<file path="src/rtl/pps_pkg.sv">
package pps_pkg;

   localparam int PPS_NUM_PH = 4;
   localparam int PPS_CNT_W  = 3;

   typedef enum logic [1:0] {
      SEQ_IDLE   = 2'd0,
      SEQ_DETECT = 2'd1,
      SEQ_RUN    = 2'd2
   } seq_state_e;

   // Sense bit 1 (phase 4 pin high) gates bit 0 (phase 3 pin high).
   function automatic logic [PPS_CNT_W-1:0] pps_decode(input logic [1:0] hi);
      logic [PPS_CNT_W-1:0] k;
      if (!hi[1])     k = 3'd4;
      else if (hi[0]) k = 3'd2;
      else            k = 3'd3;
      return k;
   endfunction

endpackage

</file>
<file path="src/rtl/pps_detect.sv">
module pps_detect
   import pps_pkg::*;
#(
   parameter int DET_TICKS = 4,
   localparam int DET_W = (DET_TICKS > 1) ? $clog2(DET_TICKS) : 1
) (
   input  logic                 clk,
   input  logic                 rst_n,
   input  logic                 tick_i,
   input  logic                 det_start_i,
   input  logic [1:0]           strap_hi_i,
   output logic                 run_o,
   output logic [1:0]           pulldn_o,
   output logic [PPS_CNT_W-1:0] phase_cnt_o
);

   localparam logic [DET_W-1:0] DET_LAST = DET_W'(DET_TICKS - 1);

   seq_state_e           state_q;
   logic [DET_W-1:0]     det_cnt_q;
   logic [PPS_CNT_W-1:0] cnt_q;

   generate
      if (DET_TICKS < 1) begin : g_bad_det
         $error("DET_TICKS must be at least 1");
      end
   endgenerate

   always_ff @(posedge clk) begin
      if (!rst_n) begin
         state_q   <= SEQ_IDLE;
         det_cnt_q <= '0;
         cnt_q     <= 3'd4;
      end else begin
         unique case (state_q)
            SEQ_IDLE: begin
               if (det_start_i) begin
                  state_q   <= SEQ_DETECT;
                  det_cnt_q <= '0;
               end
            end
            SEQ_DETECT: begin
               if (tick_i) begin
                  if (det_cnt_q == DET_LAST) begin
                     cnt_q   <= pps_decode(strap_hi_i);
                     state_q <= SEQ_RUN;
                  end else begin
                     det_cnt_q <= det_cnt_q + 1'b1;
                  end
               end
            end
            SEQ_RUN: begin
               state_q <= SEQ_RUN;
            end
            default: state_q <= SEQ_IDLE;
         endcase
      end
   end

   assign run_o       = (state_q == SEQ_RUN);
   assign pulldn_o    = run_o ? 2'b00 : 2'b11;
   assign phase_cnt_o = cnt_q;

   AST_CNT_LEGAL: assert property (@(posedge clk) disable iff (!rst_n)
      (phase_cnt_o >= 3'd2) && (phase_cnt_o <= 3'd4));

   AST_DET_HOLD_NO_TICK: assert property (@(posedge clk) disable iff (!rst_n)
      (state_q == SEQ_DETECT && !tick_i) |=> (state_q == SEQ_DETECT) && $stable(det_cnt_q));

   AST_CNT_FROZEN_RUN: assert property (@(posedge clk) disable iff (!rst_n)
      run_o |=> run_o && $stable(phase_cnt_o));

endmodule

</file>
<file path="src/rtl/pps_slot_timer.sv">
module pps_slot_timer
   import pps_pkg::*;
#(
   parameter int PERIOD_TICKS = 12,
   localparam int PER_W = $clog2(PERIOD_TICKS)
) (
   input  logic                  clk,
   input  logic                  rst_n,
   input  logic                  run_i,
   input  logic                  tick_i,
   input  logic [PPS_CNT_W-1:0]  phase_cnt_i,
   output logic [PPS_NUM_PH-1:0] start_o
);

   localparam logic [PER_W-1:0] PER_LAST = PER_W'(PERIOD_TICKS - 1);

   logic [PER_W-1:0] per_q;

   generate
      if ((PERIOD_TICKS < 12) || (PERIOD_TICKS % 12 != 0)) begin : g_bad_per
         $error("PERIOD_TICKS must be a positive multiple of 12");
      end
   endgenerate

   always_ff @(posedge clk) begin
      if (!rst_n || !run_i) begin
         per_q <= '0;
      end else if (tick_i) begin
         per_q <= (per_q == PER_LAST) ? '0 : per_q + 1'b1;
      end
   end

   for (genvar p = 0; p < PPS_NUM_PH; p++) begin : g_slot
      localparam int OFF2 = p * PERIOD_TICKS / 2;
      localparam int OFF3 = p * PERIOD_TICKS / 3;
      localparam int OFF4 = p * PERIOD_TICKS / 4;
      logic hit;
      logic fitted;

      always_comb begin
         unique case (phase_cnt_i)
            3'd2:    hit = (int'(per_q) == OFF2);
            3'd3:    hit = (int'(per_q) == OFF3);
            3'd4:    hit = (int'(per_q) == OFF4);
            default: hit = 1'b0;
         endcase
      end

      assign fitted     = (PPS_CNT_W'(p) < phase_cnt_i);
      assign start_o[p] = run_i & tick_i & fitted & hit;
   end

   AST_ONE_START: assert property (@(posedge clk) disable iff (!rst_n)
      $onehot0(start_o));

   AST_PER_HOLD_NO_TICK: assert property (@(posedge clk) disable iff (!rst_n)
      (run_i && !tick_i) |=> $stable(per_q));

   AST_NO_START_IDLE: assert property (@(posedge clk) disable iff (!rst_n)
      !run_i |-> (start_o == '0));

endmodule

</file>
<file path="src/rtl/pps_phase_out.sv">
module pps_phase_out (
   input  logic clk,
   input  logic rst_n,
   input  logic run_i,
   input  logic start_i,
   input  logic duty_end_i,
   output logic pwm_o
);

   logic pwm_q;

   always_ff @(posedge clk) begin
      if (!rst_n || !run_i) begin
         pwm_q <= 1'b0;
      end else if (start_i) begin
         pwm_q <= 1'b1;
      end else if (duty_end_i) begin
         pwm_q <= 1'b0;
      end
   end

   assign pwm_o = pwm_q;

   AST_RISE_ON_START: assert property (@(posedge clk) disable iff (!rst_n)
      $rose(pwm_q) |-> $past(start_i));

   AST_START_WINS: assert property (@(posedge clk) disable iff (!rst_n)
      (start_i && duty_end_i) |=> pwm_q);

   AST_FALL_ON_END: assert property (@(posedge clk) disable iff (!rst_n)
      (run_i && pwm_q && duty_end_i && !start_i) |=> !pwm_q);

endmodule

</file>
<file path="src/rtl/pwm_phase_sequencer.sv">
module pwm_phase_sequencer
   import pps_pkg::*;
#(
   parameter int PERIOD_TICKS = 12,
   parameter int DET_TICKS    = 4
) (
   input  logic       clk,
   input  logic       rst_n,
   input  logic       tick_i,
   input  logic       det_start_i,
   input  logic [1:0] strap_hi_i,
   input  logic [3:0] duty_end_i,
   output logic [3:0] pwm_o,
   output logic [3:0] pwm_oe_o,
   output logic [1:0] pulldn_o,
   output logic [2:0] phase_cnt_o
);

   logic                  run;
   logic [PPS_CNT_W-1:0]  cnt;
   logic [PPS_NUM_PH-1:0] start;

   pps_detect #(.DET_TICKS(DET_TICKS)) u_detect (
      .clk         (clk),
      .rst_n       (rst_n),
      .tick_i      (tick_i),
      .det_start_i (det_start_i),
      .strap_hi_i  (strap_hi_i),
      .run_o       (run),
      .pulldn_o    (pulldn_o),
      .phase_cnt_o (cnt)
   );

   pps_slot_timer #(.PERIOD_TICKS(PERIOD_TICKS)) u_slots (
      .clk         (clk),
      .rst_n       (rst_n),
      .run_i       (run),
      .tick_i      (tick_i),
      .phase_cnt_i (cnt),
      .start_o     (start)
   );

   for (genvar p = 0; p < PPS_NUM_PH; p++) begin : g_ph
      pps_phase_out u_out (
         .clk        (clk),
         .rst_n      (rst_n),
         .run_i      (run),
         .start_i    (start[p]),
         .duty_end_i (duty_end_i[p]),
         .pwm_o      (pwm_o[p])
      );
      if (p < 2) begin : g_fixed
         assign pwm_oe_o[p] = 1'b1;
      end else begin : g_strap
         assign pwm_oe_o[p] = run & (PPS_CNT_W'(p) < cnt);
      end
   end

   assign phase_cnt_o = cnt;

   AST_PWM_ONLY_ENABLED: assert property (@(posedge clk) disable iff (!rst_n)
      (pwm_o & ~pwm_oe_o) == 4'b0000);

   AST_PULLDN_OFF_RUN: assert property (@(posedge clk) disable iff (!rst_n)
      (pwm_o != 4'b0000) |-> (pulldn_o == 2'b00));

endmodule

</file>
<file path="config.mk">
export PLATFORM = sky130hd
export DESIGN_NAME = pwm_phase_sequencer
export DESIGN_NICKNAME = d
export VERILOG_FILES = /design/src/rtl/pps_pkg.sv /design/src/rtl/pps_detect.sv /design/src/rtl/pps_slot_timer.sv /design/src/rtl/pps_phase_out.sv /design/src/rtl/pwm_phase_sequencer.sv
export SDC_FILE = /design/constraint.sdc
export NUM_CORES = 1
export LEC_CHECK = 0
export BUFFER_PORTS_ARGS = -buffer_cell sky130_fd_sc_hd__buf_2
export CAP_MARGIN = 0
export CORE_MARGIN = 2
export CORE_UTILIZATION = 55
export CTS_BUF_LIST = sky130_fd_sc_hd__clkbuf_2
export DETAILED_ROUTE_END_ITERATION = 16
export GPL_ROUTABILITY_DRIVEN = 0
export PLACE_DENSITY_LB_ADDON = 0.12
export SYNTH_ARGS = -nofsm -noshare
export SYNTH_HDL_FRONTEND = slang
export SYNTH_SLANG_ARGS = --single-unit
</file>
<file path="constraint.sdc">
create_clock -name clk -period 2 [get_ports clk]
set_input_delay 0.2 -clock clk [delete_from_list [all_inputs] [get_ports clk]]
set_output_delay 0.2 -clock clk [all_outputs]
set_load 0.005 [all_outputs]
</file>
=== Word-level counts from Yosys, hierarchy flattened ===
Index checks and enable logic that the tools add are counted.

* Register bits: 15
* Latch bits: 0
* Memory bits (writable): 0
* Bits in read-only memories: 0
* Input bits: 10
* Output and inout port bits: 13
* Logic and storage cells: 80
* Memories kept: 0

* $add $sub $neg: 2
* Multiply operators: 0
* Div/mod/pow operators: 0
* Order comparisons: 4
* Equality and inequality tests: 17
* Shift-type cells: 0
* Muxes and demuxes: 24
* Bitwise logic cells: 11
* Reduce and logical (&&, ||, !) cells: 14

{| class="wikitable"
|+ Operator list
! kind !! count
|-
| 4-bit equality test (second input constant) || 5
|-
| 2-bit two-way mux || 7
|-
| 1-bit bitwise AND || 11
|-
| 1-bit two-way mux || 10
|-
| 2-bit nonzero test || 5
|-
| 4-bit by 3-bit equality test with 1-bit output (second input constant) || 2
|-
| 3-bit by 2-bit equality test with 1-bit output (second input constant) || 2
|-
| 1-bit by 3-bit < comparator with 1-bit output (first input constant) || 2
|-
| 2-bit by 3-bit < comparator with 1-bit output (first input constant) || 2
|-
| 2-bit inequality test (second input constant) || 3
|-
| 1-bit one-hot mux with 3 select lines || 2
|-
| 2-bit one-hot mux with 3 select lines || 1
|-
| 3-bit AND reduction || 2
|-
| 4-bit by 1-bit adder with 4-bit output (second input constant) || 1
|-
| 2-bit equality test (second input constant) || 2
|-
| 4-bit zero test || 1
|-
| 4-bit two-way mux || 1
|-
| 2-bit one-hot mux with 2 select lines || 1
|-
| 4-bit AND reduction || 1
|-
| 3-bit equality test (second input constant) || 1
|-
| 3-bit two-way mux || 1
|-
| 3-bit OR reduction || 1
|-
| 2-bit by 1-bit adder with 2-bit output (second input constant) || 1
|-
| 2-bit by 1-bit equality test with 1-bit output (second input constant) || 1
|-
| other kinds (5) || 6
|}

=== Longest topological paths before layout ===
Gate-level depths: netlist of the first run.

* Depth after elaboration: 5
* Depth in mapped cells: 6
* Mapped depth without buffers: 5

=== By module ===
Synthesis of the first run repeated with hierarchy kept, for this count alone.

* Cell total of the unflattened synthesis: 112
* Area total of the unflattened synthesis: 965.9 µm²

{| class="wikitable"
|+ By module, submodules not included
! module !! instances !! cells an instance !! area an instance (µm²) !! seq. area each (µm²)
|-
| pps_detect || 1 || 44 || 409.1 || 140.1
|-
| pps_slot_timer || 1 || 50 || 375.4 || 80.1
|-
| pps_phase_out || 4 || 3 || 36.3 || 20.0
|-
| pwm_phase_sequencer || 1 || 6 || 36.3 || 0.0
|}

=== Least setup slack after synthesis of the first run ===
Ideal clock, no wire load.

* Kind: register to register
* Start point: reg u_detect.state_q[1]
* End point: reg u_detect.det_cnt_q[0]
* Setup time: 72 ps
* Data arrival time: 1,241 ps
* Required time: 1,928 ps
* Slack: 687 ps
* Cell stages (with the launch flop): 7
* Path buffers: 1
* Period minus slack after synthesis: 1,313 ps
* Cells stage by stage: dfxtp_1 > inv_1 > ha_1 > clkbuf_1 > nand2b_1 > a21oi_1 > mux2i_1

* Word-level cells in the longest chain between the ends: 3
* Elaborated cells between the ends (all ways): 8
* Those cells by class: 4 x eq/ne; 1 x mux; 3 x reduce/logical

{| class="wikitable"
|+ Ends and longest elaborated chain
! what !! line !! RTL
|-
| from (decl) || pps_detect.sv:19 || <nowiki>seq_state_e state_q;</nowiki>
|-
| from (signal assigned) || pps_detect.sv:31 || <nowiki>state_q <= SEQ_IDLE;</nowiki>
|-
| from (signal assigned) || pps_detect.sv:38 || <nowiki>state_q <= SEQ_DETECT;</nowiki>
|-
| from (signal assigned) || pps_detect.sv:46 || <nowiki>state_q <= SEQ_RUN;</nowiki>
|-
| 2-bit by 1-bit equality test with 1-bit output or 2-bit zero test (tied branches) || pps_detect.sv:35 || <nowiki>unique case (state_q)</nowiki>
|-
| 2-bit inequality test (no line) or 2-bit nonzero test (tied branches) || -- ||
|-
| 4-bit AND reduction (no line) || -- ||
|-
| to (signal assigned) || pps_detect.sv:48 || <nowiki>det_cnt_q <= det_cnt_q + 1'b1;</nowiki>
|-
| to (decl) || pps_detect.sv:20 || <nowiki>logic [DET_W-1:0] det_cnt_q;</nowiki>
|}

Parallel ways exist; a longest one is shown, timed or not.
A chain may end at the register's enable or synchronous reset.

=== Worst setup path in the final report of the first run ===
* Start point: reg u_detect.state_q[0]
* End point: out pwm_oe_o[2]

* Word-level cells in the longest chain between the ends: 2

{| class="wikitable"
|+ Ends and longest elaborated chain
! what !! line !! RTL
|-
| 2-bit equality test || pps_detect.sv:60 || <nowiki>assign run_o = (state_q == SEQ_RUN);</nowiki>
|-
| 1-bit bitwise AND || pwm_phase_sequencer.sv:55 || <nowiki>assign pwm_oe_o[p] = run & (PPS_CNT_W'(p) < cnt);</nowiki>
|-
| to (decl) || pwm_phase_sequencer.sv:14 || <nowiki>output logic [3:0] pwm_oe_o,</nowiki>
|}

No other way between the ends.

==> results of run 1 <==
layout make-up:
cell class	instances	area (um^2)
tap	25	31.3
sequential	15	300
timing repair buffer	20	100
clock inverter	1	5.00
clock buffer	3	15.0
inverter	7	26.3
multi-input combinational	82	584
fill	163	646
tightest hold or removal path, delay by kind of cell:
family          cells  cell delay [ns]
simple gates        1             0.08
buf+inv             1             0.07
compound gates      1             0.05
logic make-up (layout without fill, tap and decap cells):
family	count (synthesis)	in the layout	synth area share
AOI/OAI and AO/OA	27	27	0.184
adders and majority gates	8	8	0.101
buffers and inverters	20	31	0.109
DFF	15	15	0.304
muxes	4	4	0.0405
other	1	2	0.00379
and+or+nand+nor	41	41	0.258
routing by layer:
metal	share of wire	global-route usage
met5	0	0
met2	0.51	0.336
met3	0.031	0.0471
met4	0.012	0.103
met1	0.45	0.229
flip-flops by register name, indices dropped and copies added, names as in the netlist:
name,count
u_detect.phase_cnt_o,3
g_ph.u_out.pwm_o,4
u_slots.per_q,4
u_detect.det_cnt_q,2
u_detect.state_q,2
layout by cell type, fill, tap and decap left out, types with 2 or more instances in the layout:
cell type	n
nand2_1	7
nand2b_1	6
nand4b_1	2
ha_1	8
a21oi_1	10
buf_2	20
nor2_1	2
clkbuf_2	3
dfxtp_1	15
o21ai_0	4
nand4_1	2
inv_1	7
nand3b_1	8
conb_1	2
mux2i_1	4
nand3_1	5
and2b_1	2
path summary, 6_finish.rpt:
check / from / end / cells after the start
hold reg to reg: g_ph[3].u_out.pwm_o$_SDFFE_PP0P_ / g_ph[3].u_out.pwm_o$_SDFFE_PP0P_ / 2
setup reg to reg: u_detect.state_q[1]$_SDFFE_PN0P_ / u_detect.det_cnt_q[0]$_SDFFE_PN0P_ / 5
hold / removal: duty_end_i[3] / g_ph[3].u_out.pwm_o$_SDFFE_PP0P_ / 3
setup / recovery: u_detect.state_q[0]$_SDFFE_PN0P_ / pwm_oe_o[2] / 5
metrics by stage:
stage | instance area (um^2) | std cells | setup WS, ns | util | hold slack, ns
after detailed placement | 1040 | 149 | 0.582 | 0.610 | 0.456
after global placement | 1040 | 149 | 0.619 | 0.610 | 0.450
final | 1060 | 153 | 0.459 | 0.622 | 0.131
after floorplan | 992 | 117 | 0.687 | - | 0.360
after global routing | 1060 | 153 | 0.332 | 0.622 | 0.107
after CTS | 1060 | 153 | 0.439 | 0.622 | 0.118
power by group through the flow:
| stage | sequential (mW) | clock, mW | combinational (mW) |
|---|---|---|---|
| after detailed placement | 0.323 | 0 | 0.126 |
| after CTS | 0.316 | 0.159 | 0.127 |
| after global placement | 0.322 | 0 | 0.123 |
| final | 0.317 | 0.151 | 0.127 |
| after floorplan | 0.321 | 0 | 0.0976 |
| after global routing | 0.318 | 0.172 | 0.143 |
==> qor.yml, run 1 <==
grt_pass1_wl_um: 2980
synth_most_common_cell: "dfxtp_1"
synth_seq_cells: 15
cts_tree: "yes"
hold_violations: 0
ioPinCount: 23
p_sw_mw: 0.183
rows: 15
synth_area_leaders: "dfxtp_1 (30%), ha_1 (10%), buf_4 (6.1%)"
synth_area_leader_cell: "dfxtp_1"
grt_remaining_overflow: 0
postCtsHoldBufs: 0
rsz0062_at_grt: "no"
hpwl_um: 1370
cts-root-buf: "clkbuf_2"
antenna_found_initial: 0
grtUsageTotal: 0.199
cp_slowest_cell: "dfxtp_1"
vias: 838
synth.top_cell.area_share: 0.304
critPathLaunchType: "flop"
ys_types: 38
power_frac_comb: 0.213
syn_area_um2: 988
die-area_um2: 2150
area_delta_synth_final_pct: 7.47
via_per_inst: 5.48
grt_max_degree: 18
cts_buffer_depth: 2
ys_top_cells_by_count: "dfxtp_1 (15), a21oi_1 (10), buf_4 (8), ha_1 (8), nand3b_1 (8)"
cp_max_fo: 7
finClkSkew_ns: 0.00878
n_antenna_cell: 0
swShare: 0.308
power.leakage_nw: 0.451
synth_edf_count: 0
cts_sinks: 15
postRouteAntennaNets: 0
post_cts_buffers: 0
die_x_um: 46.4
avgSynthCellArea_um2: 8.52
layout_min_cycle_time_ns: 1.54
drive_gt1_frac: 0.203
drt_wl_total_um: 1870
cts.repair.resized: 0
crit_path_frequent_cell: "inv_1"
syn_inst: 116
internal_power_mw: 0.412
dr.pass1.iters: 4
io_buffers: 20
slew_violations: 0
p_clk_frac: 0.255
first_global_vias: 712
required_ns: 1.80
clkTransAtPathRegs_ns: 0.16
crit_family: "flip-flops"
final-setup-viol-count: 0
yosysWarnings: 0
fin_nets: 147
power_mw: 0.595
htree_levels: 1
status: "completed"
power.share.sequential: 0.532
numCtsBuffers: 3
worstSetupEndpointType: "output port"
min_period_over_period: 0.771
clk_latency_ns: 0.30
synth-async-reset-ratio: 0
crit_type: "reg2out"
cp_num_buf_inv: 3
drc: 0
cp.arrival_ns: 1.34
hp-class: "in2reg"
r2r_setup_slack_ns: 0.55
cap_violations: 0
fp.dieH_um: 46.4
initial_core_util: 0.579
ir_drop_uv: 388
critPathMaxStageDelay_ns: 0.35
coreArea_um2: 1710
ys.flop_type: "dfxtp_1"
crit_chain: "inv_1 -> ha_1 -> inv_1 -> nor2_1 -> buf_2"
synth_seq_area_share: 0.304
p_per_area_nw_per_um2: 560
wl_per_cell_um: 12.2
first_iter_violations: 11
tns_ns: 0
max_freq_ghz: 0.649
Note: power is estimated with default switching activity, not from simulation.
==> inputs of run 2 (changes only) <==
--- a/config.mk
+++ b/config.mk
@@ -8,7 +8,7 @@
 export BUFFER_PORTS_ARGS = -buffer_cell sky130_fd_sc_hd__buf_2
 export CAP_MARGIN = 0
 export CORE_MARGIN = 2
-export CORE_UTILIZATION = 55
+export CORE_UTILIZATION = 49
 export CTS_BUF_LIST = sky130_fd_sc_hd__clkbuf_2
 export DETAILED_ROUTE_END_ITERATION = 16
 export GPL_ROUTABILITY_DRIVEN = 0
==> constraint.sdc (replaced) <==
create_clock -name clk -period 1.29 [get_ports clk]
set_input_delay 0.129 -clock clk [delete_from_list [all_inputs] [get_ports clk]]
set_output_delay 0.129 -clock clk [all_outputs]
set_load 0.005 [all_outputs]
==> qor.yml, run 2 (same netlist as run 1, synthesis figures left out) <==
postCtsHoldBufs: 0  # unchanged
clk_latency_ns: 0.31  # about the same
rsz0062_at_grt: "yes"
fp.dieH_um: 48.9  # +5.4%
wl_per_cell_um: 13.4  # +10%
layout_min_cycle_time_ns: 1.30
crit_type: "reg2out"
dr.pass1.iters: 4  # unchanged
first_global_vias: 875  # +23%
slew_violations: 0  # unchanged
drive_gt1_frac: 0.451  # +0.248
hpwl_um: 1510  # +10%
ioPinCount: 23  # unchanged
cts-root-buf: "clkbuf_2"
r2r_start: "u_detect.state_q[1]$_SDFFE_PN0P_"
ir_drop_uv: 514  # +33%
die_x_um: 48.9  # +5.4%
final_cell_mix: "buf_2 (19), buf_4 (14), dfxtp_1 (9)"
cp_max_fo: 6  # -1
grt_pass1_wl_um: 3730  # +25%
max_freq_ghz: 0.766
initial_core_util: 0.514  # -0.0644
drt_wl_total_um: 2270  # +22%
critPathLaunchType: "flop"
p_per_area_nw_per_um2: 822  # +47%
violations: "negative setup slack"
grt_remaining_overflow: 0  # unchanged
htree_levels: 1  # unchanged
area_delta_synth_final_pct: 31.9
postRouteAntennaNets: 0  # unchanged
finClkSkew_ns: 0.00705  # -0.00173 ns
clkTransAtPathRegs_ns: 0.17  # about the same
grt_max_degree: 18  # unchanged
place_area_um2: 1120  # +7.8%
cts_buffer_depth: 2  # unchanged
cap_violations: 0  # unchanged
postLayoutCellArea_um2: 1300  # +23%
place_ws_ns: -0.0110  # -0.593 ns
rows: 16  # +1
antenna_found_initial: 0  # unchanged
n_antenna_cell: 0  # unchanged
tns_ns: -0.0149  # -0.0149 ns
die-area_um2: 2390  # +11%
worst_slack_ns: -0.0149  # -0.474 ns
worstSetupEndpointType: "output port"
fin_nets: 161  # +9.5%
via_per_inst: 5.36  # -2.1%
cts_tree: "yes"
hold_end: "g_ph[3].u_out.pwm_o$_SDFFE_PP0P_"
numCtsBuffers: 3  # unchanged
hp-class: "in2reg"
worstReg2RegEnd: "u_detect.state_q[0]$_SDFFE_PN0P_"
fill_cells: 174  # +6.7%
hold_violations: 0  # unchanged
io_buffers: 20  # unchanged
cp.arrival_ns: 1.18  # -0.16 ns
final_common_cell: "buf_2"
final-setup-viol-count: 1  # +1
drc: 0  # unchanged
cts_sinks: 15  # unchanged
vias: 906  # +8.1%
coreArea_um2: 1920  # +13%
first_iter_violations: 22  # +11
reg2regPathDepth: 5  # unchanged
grtUsageTotal: 0.203  # +0.00443
power.leakage_nw: 0.549  # +22%
required_ns: 1.16  # -0.64 ns
status: "complete, but fails checks"
min_period_over_period: 1.01
r2r_setup_slack_ns: 0.03  # -0.52 ns
hp-start: "duty_end_i[3]"
hold_depth: 3  # unchanged
run 2: repair_timing:
| action | 4_1_cts | 5_1_grt |
|---|---|---|
| gates cloned | 0 | 0 |
| setup endpoints to repair | 9 | 11 |
| pin swaps | 2 | 7 |
| setup buffers | 3 | 1 |
| gates resized for setup | 12 | 19 |
run 2: worst max-delay path, cell delays in order, from the launching register on:
cell and delay, ns:
dfxtp_2 0.36, buf_4 0.16, a21oi_4 0.16, nor2_1 0.06
buf_2 0.12
run 2: area by class of cell:
class | instances | area [um^2] | share of cell area
tap | 27 | 33.8 | 0.0259
sequential | 15 | 308 | 0.236
clock inverter | 1 | 5.00 | 0.00384
multi-input combinational | 82 | 704 | 0.540
timing repair buffer | 34 | 211 | 0.162
clock buffer | 3 | 15.0 | 0.0115
inverter | 7 | 26.3 | 0.0202
run 2: through the flow:
step,util,hold WS [ns],power [mW],cells
final,0.678,0.0436,1.07,169
after global routing,0.678,0.0691,1.13,169
after CTS,0.632,0.0442,1.00,168
after detailed placement,0.585,0.389,0.717,161
after global placement,0.585,0.385,0.710,161
after floorplan,-,0.289,0.654,117
run 2: report_power, final:
group	internal, mW	switching, mW	leakage [nW]	total, mW
registers	0.481	0.0155	0.123	0.497
clock network	0.0701	0.176	0.0164	0.247
logic	0.173	0.155	0.409	0.328
total	0.725	0.347	0.549	1.07
run 2: how the worst max path moves through the flow:
stage / startpoint / end / slack (ns) / depth (start not counted)
after CTS: u_detect.phase_cnt_o[1]$_SDFFE_PN0P_ / pwm_oe_o[2] / 0.001 / 4
after global routing: u_detect.state_q[0]$_SDFFE_PN0P_ / pwm_oe_o[2] / -0.07 / 5
after floorplan: u_detect.state_q[1]$_SDFFE_PN0P_ / u_detect.det_cnt_q[1]$_SDFFE_PN0P_ / 0.02 / 6
final: u_detect.phase_cnt_o[1]$_SDFFE_PN0P_ / pwm_oe_o[2] / -0.01 / 4
after global placement: u_detect.state_q[0]$_SDFFE_PN0P_ / g_ph[1].u_out.pwm_o$_SDFFE_PP0P_ / -0.0009 / 5
after detailed placement: u_detect.state_q[0]$_SDFFE_PN0P_ / g_ph[1].u_out.pwm_o$_SDFFE_PP0P_ / -0.01 / 5
run 2: layer usage:
metal | vias up | track usage | wire [um]
met4 | 0 | 0.148 | 63
met3 | 8 | 0.0429 | 91
li1 | 452 | - | -
met2 | 27 | 0.313 | 1110
met1 | 419 | 0.250 | 1010
met5 | - | 0 | 0
==> inputs of run 3 (changes only) <==
--- a/config.mk
+++ b/config.mk
@@ -12,7 +12,8 @@
 export CTS_BUF_LIST = sky130_fd_sc_hd__clkbuf_2
 export DETAILED_ROUTE_END_ITERATION = 16
 export GPL_ROUTABILITY_DRIVEN = 0
-export PLACE_DENSITY_LB_ADDON = 0.12
+export PLACE_DENSITY_LB_ADDON = 0.1
+export RECOVER_POWER = 100
 export SYNTH_ARGS = -nofsm -noshare
 export SYNTH_HDL_FRONTEND = slang
 export SYNTH_SLANG_ARGS = --single-unit
==> qor.yml, run 3 (same netlist as run 1, synthesis figures left out) <==
crit_type: "reg2out"
critPathLaunchType: "flop"
numCtsBuffers: 3  # unchanged
power.leakage_nw: 0.566  # +3.2%
grt_max_degree: 18  # unchanged
via_per_inst: 5.17  # -3.5%
worst_slack_ns: -0.00245  # +0.0124 ns
postLayoutCellArea_um2: 1340  # +2.8%
cp.arrival_ns: 1.16  # -0.02 ns
ioPinCount: 23  # unchanged
layout.cells.non_filler: 172  # +1.8%
slew_violations: 0  # unchanged
place_area_um2: 1120  # unchanged
die-area_um2: 2390  # unchanged
cp_slowest_cell: "dfxtp_4"
first_iter_violations: 21  # -4.5%
final_cell_mix: "buf_2 (18), buf_4 (14), dfxtp_1 (9)"
required_ns: 1.16  # about the same
cp_max_fo: 3  # -3
hold_end: "u_detect.phase_cnt_o[0]$_SDFFE_PN0P_"
cts-root-buf: "clkbuf_2"
io_buffers: 20  # unchanged
r2r_setup_slack_ns: 0.01  # -0.02 ns
status: "complete, but fails checks"
initial_core_util: 0.514  # unchanged
hold_depth: 3  # unchanged
dr.pass1.iters: 4  # unchanged
final-setup-viol-count: 1  # unchanged
grt_pass1_wl_um: 3560  # -4.5%
grt_remaining_overflow: 0  # unchanged
finClkSkew_ns: 0.0133  # +0.00625 ns
reg2regPathDepth: 5  # unchanged
antenna_found_initial: 0  # unchanged
grtUsageTotal: 0.189  # -0.0144
drive_gt1_frac: 0.469  # +0.0183
htree_levels: 1  # unchanged
area_delta_synth_final_pct: 35.6
drt_wl_total_um: 2210  # -2.6%
place_ws_ns: -0.0117  # -0.000674 ns
dp.cells: 161  # unchanged
worstSetupEndpointType: "output port"
p_per_area_nw_per_um2: 814  # -0.96%
clkTransAtPathRegs_ns: 0.17  # about the same
crit_chain: "inv_4 -> ha_4 -> and2_4 -> buf_6"
fill_cells: 162  # -6.9%
min_period_over_period: 1.00  # -0.00964
power_mw: 1.09  # +1.8%
critPathMaxStageDelay_ns: 0.40  # +0.04 ns
fp.dieH_um: 48.9  # unchanged
hp-class: "in2reg"
cap_violations: 0  # unchanged
wl_per_cell_um: 12.9  # -4.3%
rsz0062_at_grt: "yes"
cts_buffer_depth: 2  # unchanged
fin_hold_ws_ns: 0.0593  # +0.0157 ns
max_freq_ghz: 0.774  # +0.96%
r2r_start: "u_detect.state_q[0]$_SDFFE_PN0P_"
cts_tree: "yes"
die_x_um: 48.9  # unchanged
vias: 890  # -1.8%
n_antenna_cell: 0  # unchanged
postRouteAntennaNets: 0  # unchanged
cts_sinks: 15  # unchanged
drc: 0  # unchanged
worstReg2RegEnd: "u_detect.det_cnt_q[0]$_SDFFE_PN0P_"
clk_latency_ns: 0.30  # about the same
hold_violations: 0  # unchanged
violations: "negative setup slack"
first_global_vias: 825  # -5.7%
coreArea_um2: 1920  # unchanged
hpwl_um: 1480  # -2.6%
final_common_cell: "buf_2"
layout_min_cycle_time_ns: 1.29  # -0.0124 ns
postCtsHoldBufs: 0  # unchanged
fin_nets: 164  # +1.9%
ir_drop_uv: 664  # +29%
rows: 16  # unchanged
hp-start: "strap_hi_i[0]"
## run 3: worst max-delay path by stage
stage                                          to  slack (ns)  cells past startpoint                              from
2_1_floorplan  u_detect.det_cnt_q[1]$_SDFFE_PN0P_        0.02                      6  u_detect.state_q[1]$_SDFFE_PN0P_
3_3_place_gp     g_ph[1].u_out.pwm_o$_SDFFE_PP0P_      -0.005                      5  u_detect.state_q[0]$_SDFFE_PN0P_
3_5_place_dp     g_ph[1].u_out.pwm_o$_SDFFE_PP0P_       -0.01                      5  u_detect.state_q[0]$_SDFFE_PN0P_
4_1_cts          g_ph[1].u_out.pwm_o$_SDFFE_PP0P_      0.0002                      4     u_slots.per_q[0]$_SDFFE_PP0P_
5_1_grt        u_detect.det_cnt_q[0]$_SDFFE_PN0P_       -0.05                      5  u_detect.state_q[0]$_SDFFE_PN0P_
6_report                              pwm_oe_o[3]      -0.002                      4  u_detect.state_q[0]$_SDFFE_PN0P_
## run 3: repair_timing
item,4_1_cts,5_1_grt
setup endpoints to repair,9,11
gates cloned,0,0
pin swaps,1,7
gates resized for setup,7,32
setup buffers,0,7
## run 3: through the flow
step                utilization  TNS [ns]
global placement          0.585  -0.00510
global route              0.697    -0.147
CTS                       0.606         0
finish                    0.697  -0.00245
floorplan                     -         0
detailed placement        0.585   -0.0306
## run 3: report_power, final
part,switching (mW),internal [mW],total (mW),leakage [nW]
sequential,0.0157,0.481,0.497,0.124
combinational,0.156,0.190,0.346,0.426
clock,0.166,0.0821,0.248,0.0166
total,0.338,0.753,1.09,0.566
## run 3: critical path: cells and delay by family (launching register included)
family / cells / cell delay [ns]
AND/OR/NAND/NOR: 1 / 0.15
adder cells (fa/ha/maj): 1 / 0.17
buffers and inverters: 2 / 0.14
flip-flops: 1 / 0.40
## run 3: layout make-up
class	count	area [um^2]	share of cell area
clock buffer	4	20.0	0.0149
inverter	7	28.8	0.0215
tap	27	33.8	0.0252
multi-input combinational	82	694	0.518
sequential	15	310	0.232
timing repair buffer	37	253	0.189
## run 3: metal layers
layer / vias up / share of wire / GRT usage
met1: 396 / 0.45 / 0.241
met2: 31 / 0.49 / 0.329
met4: 0 / 0.0045 / 0.0476
li1: 461 / - / -
met5: - / 0 / 0
met3: 2 / 0.057 / 0.0307
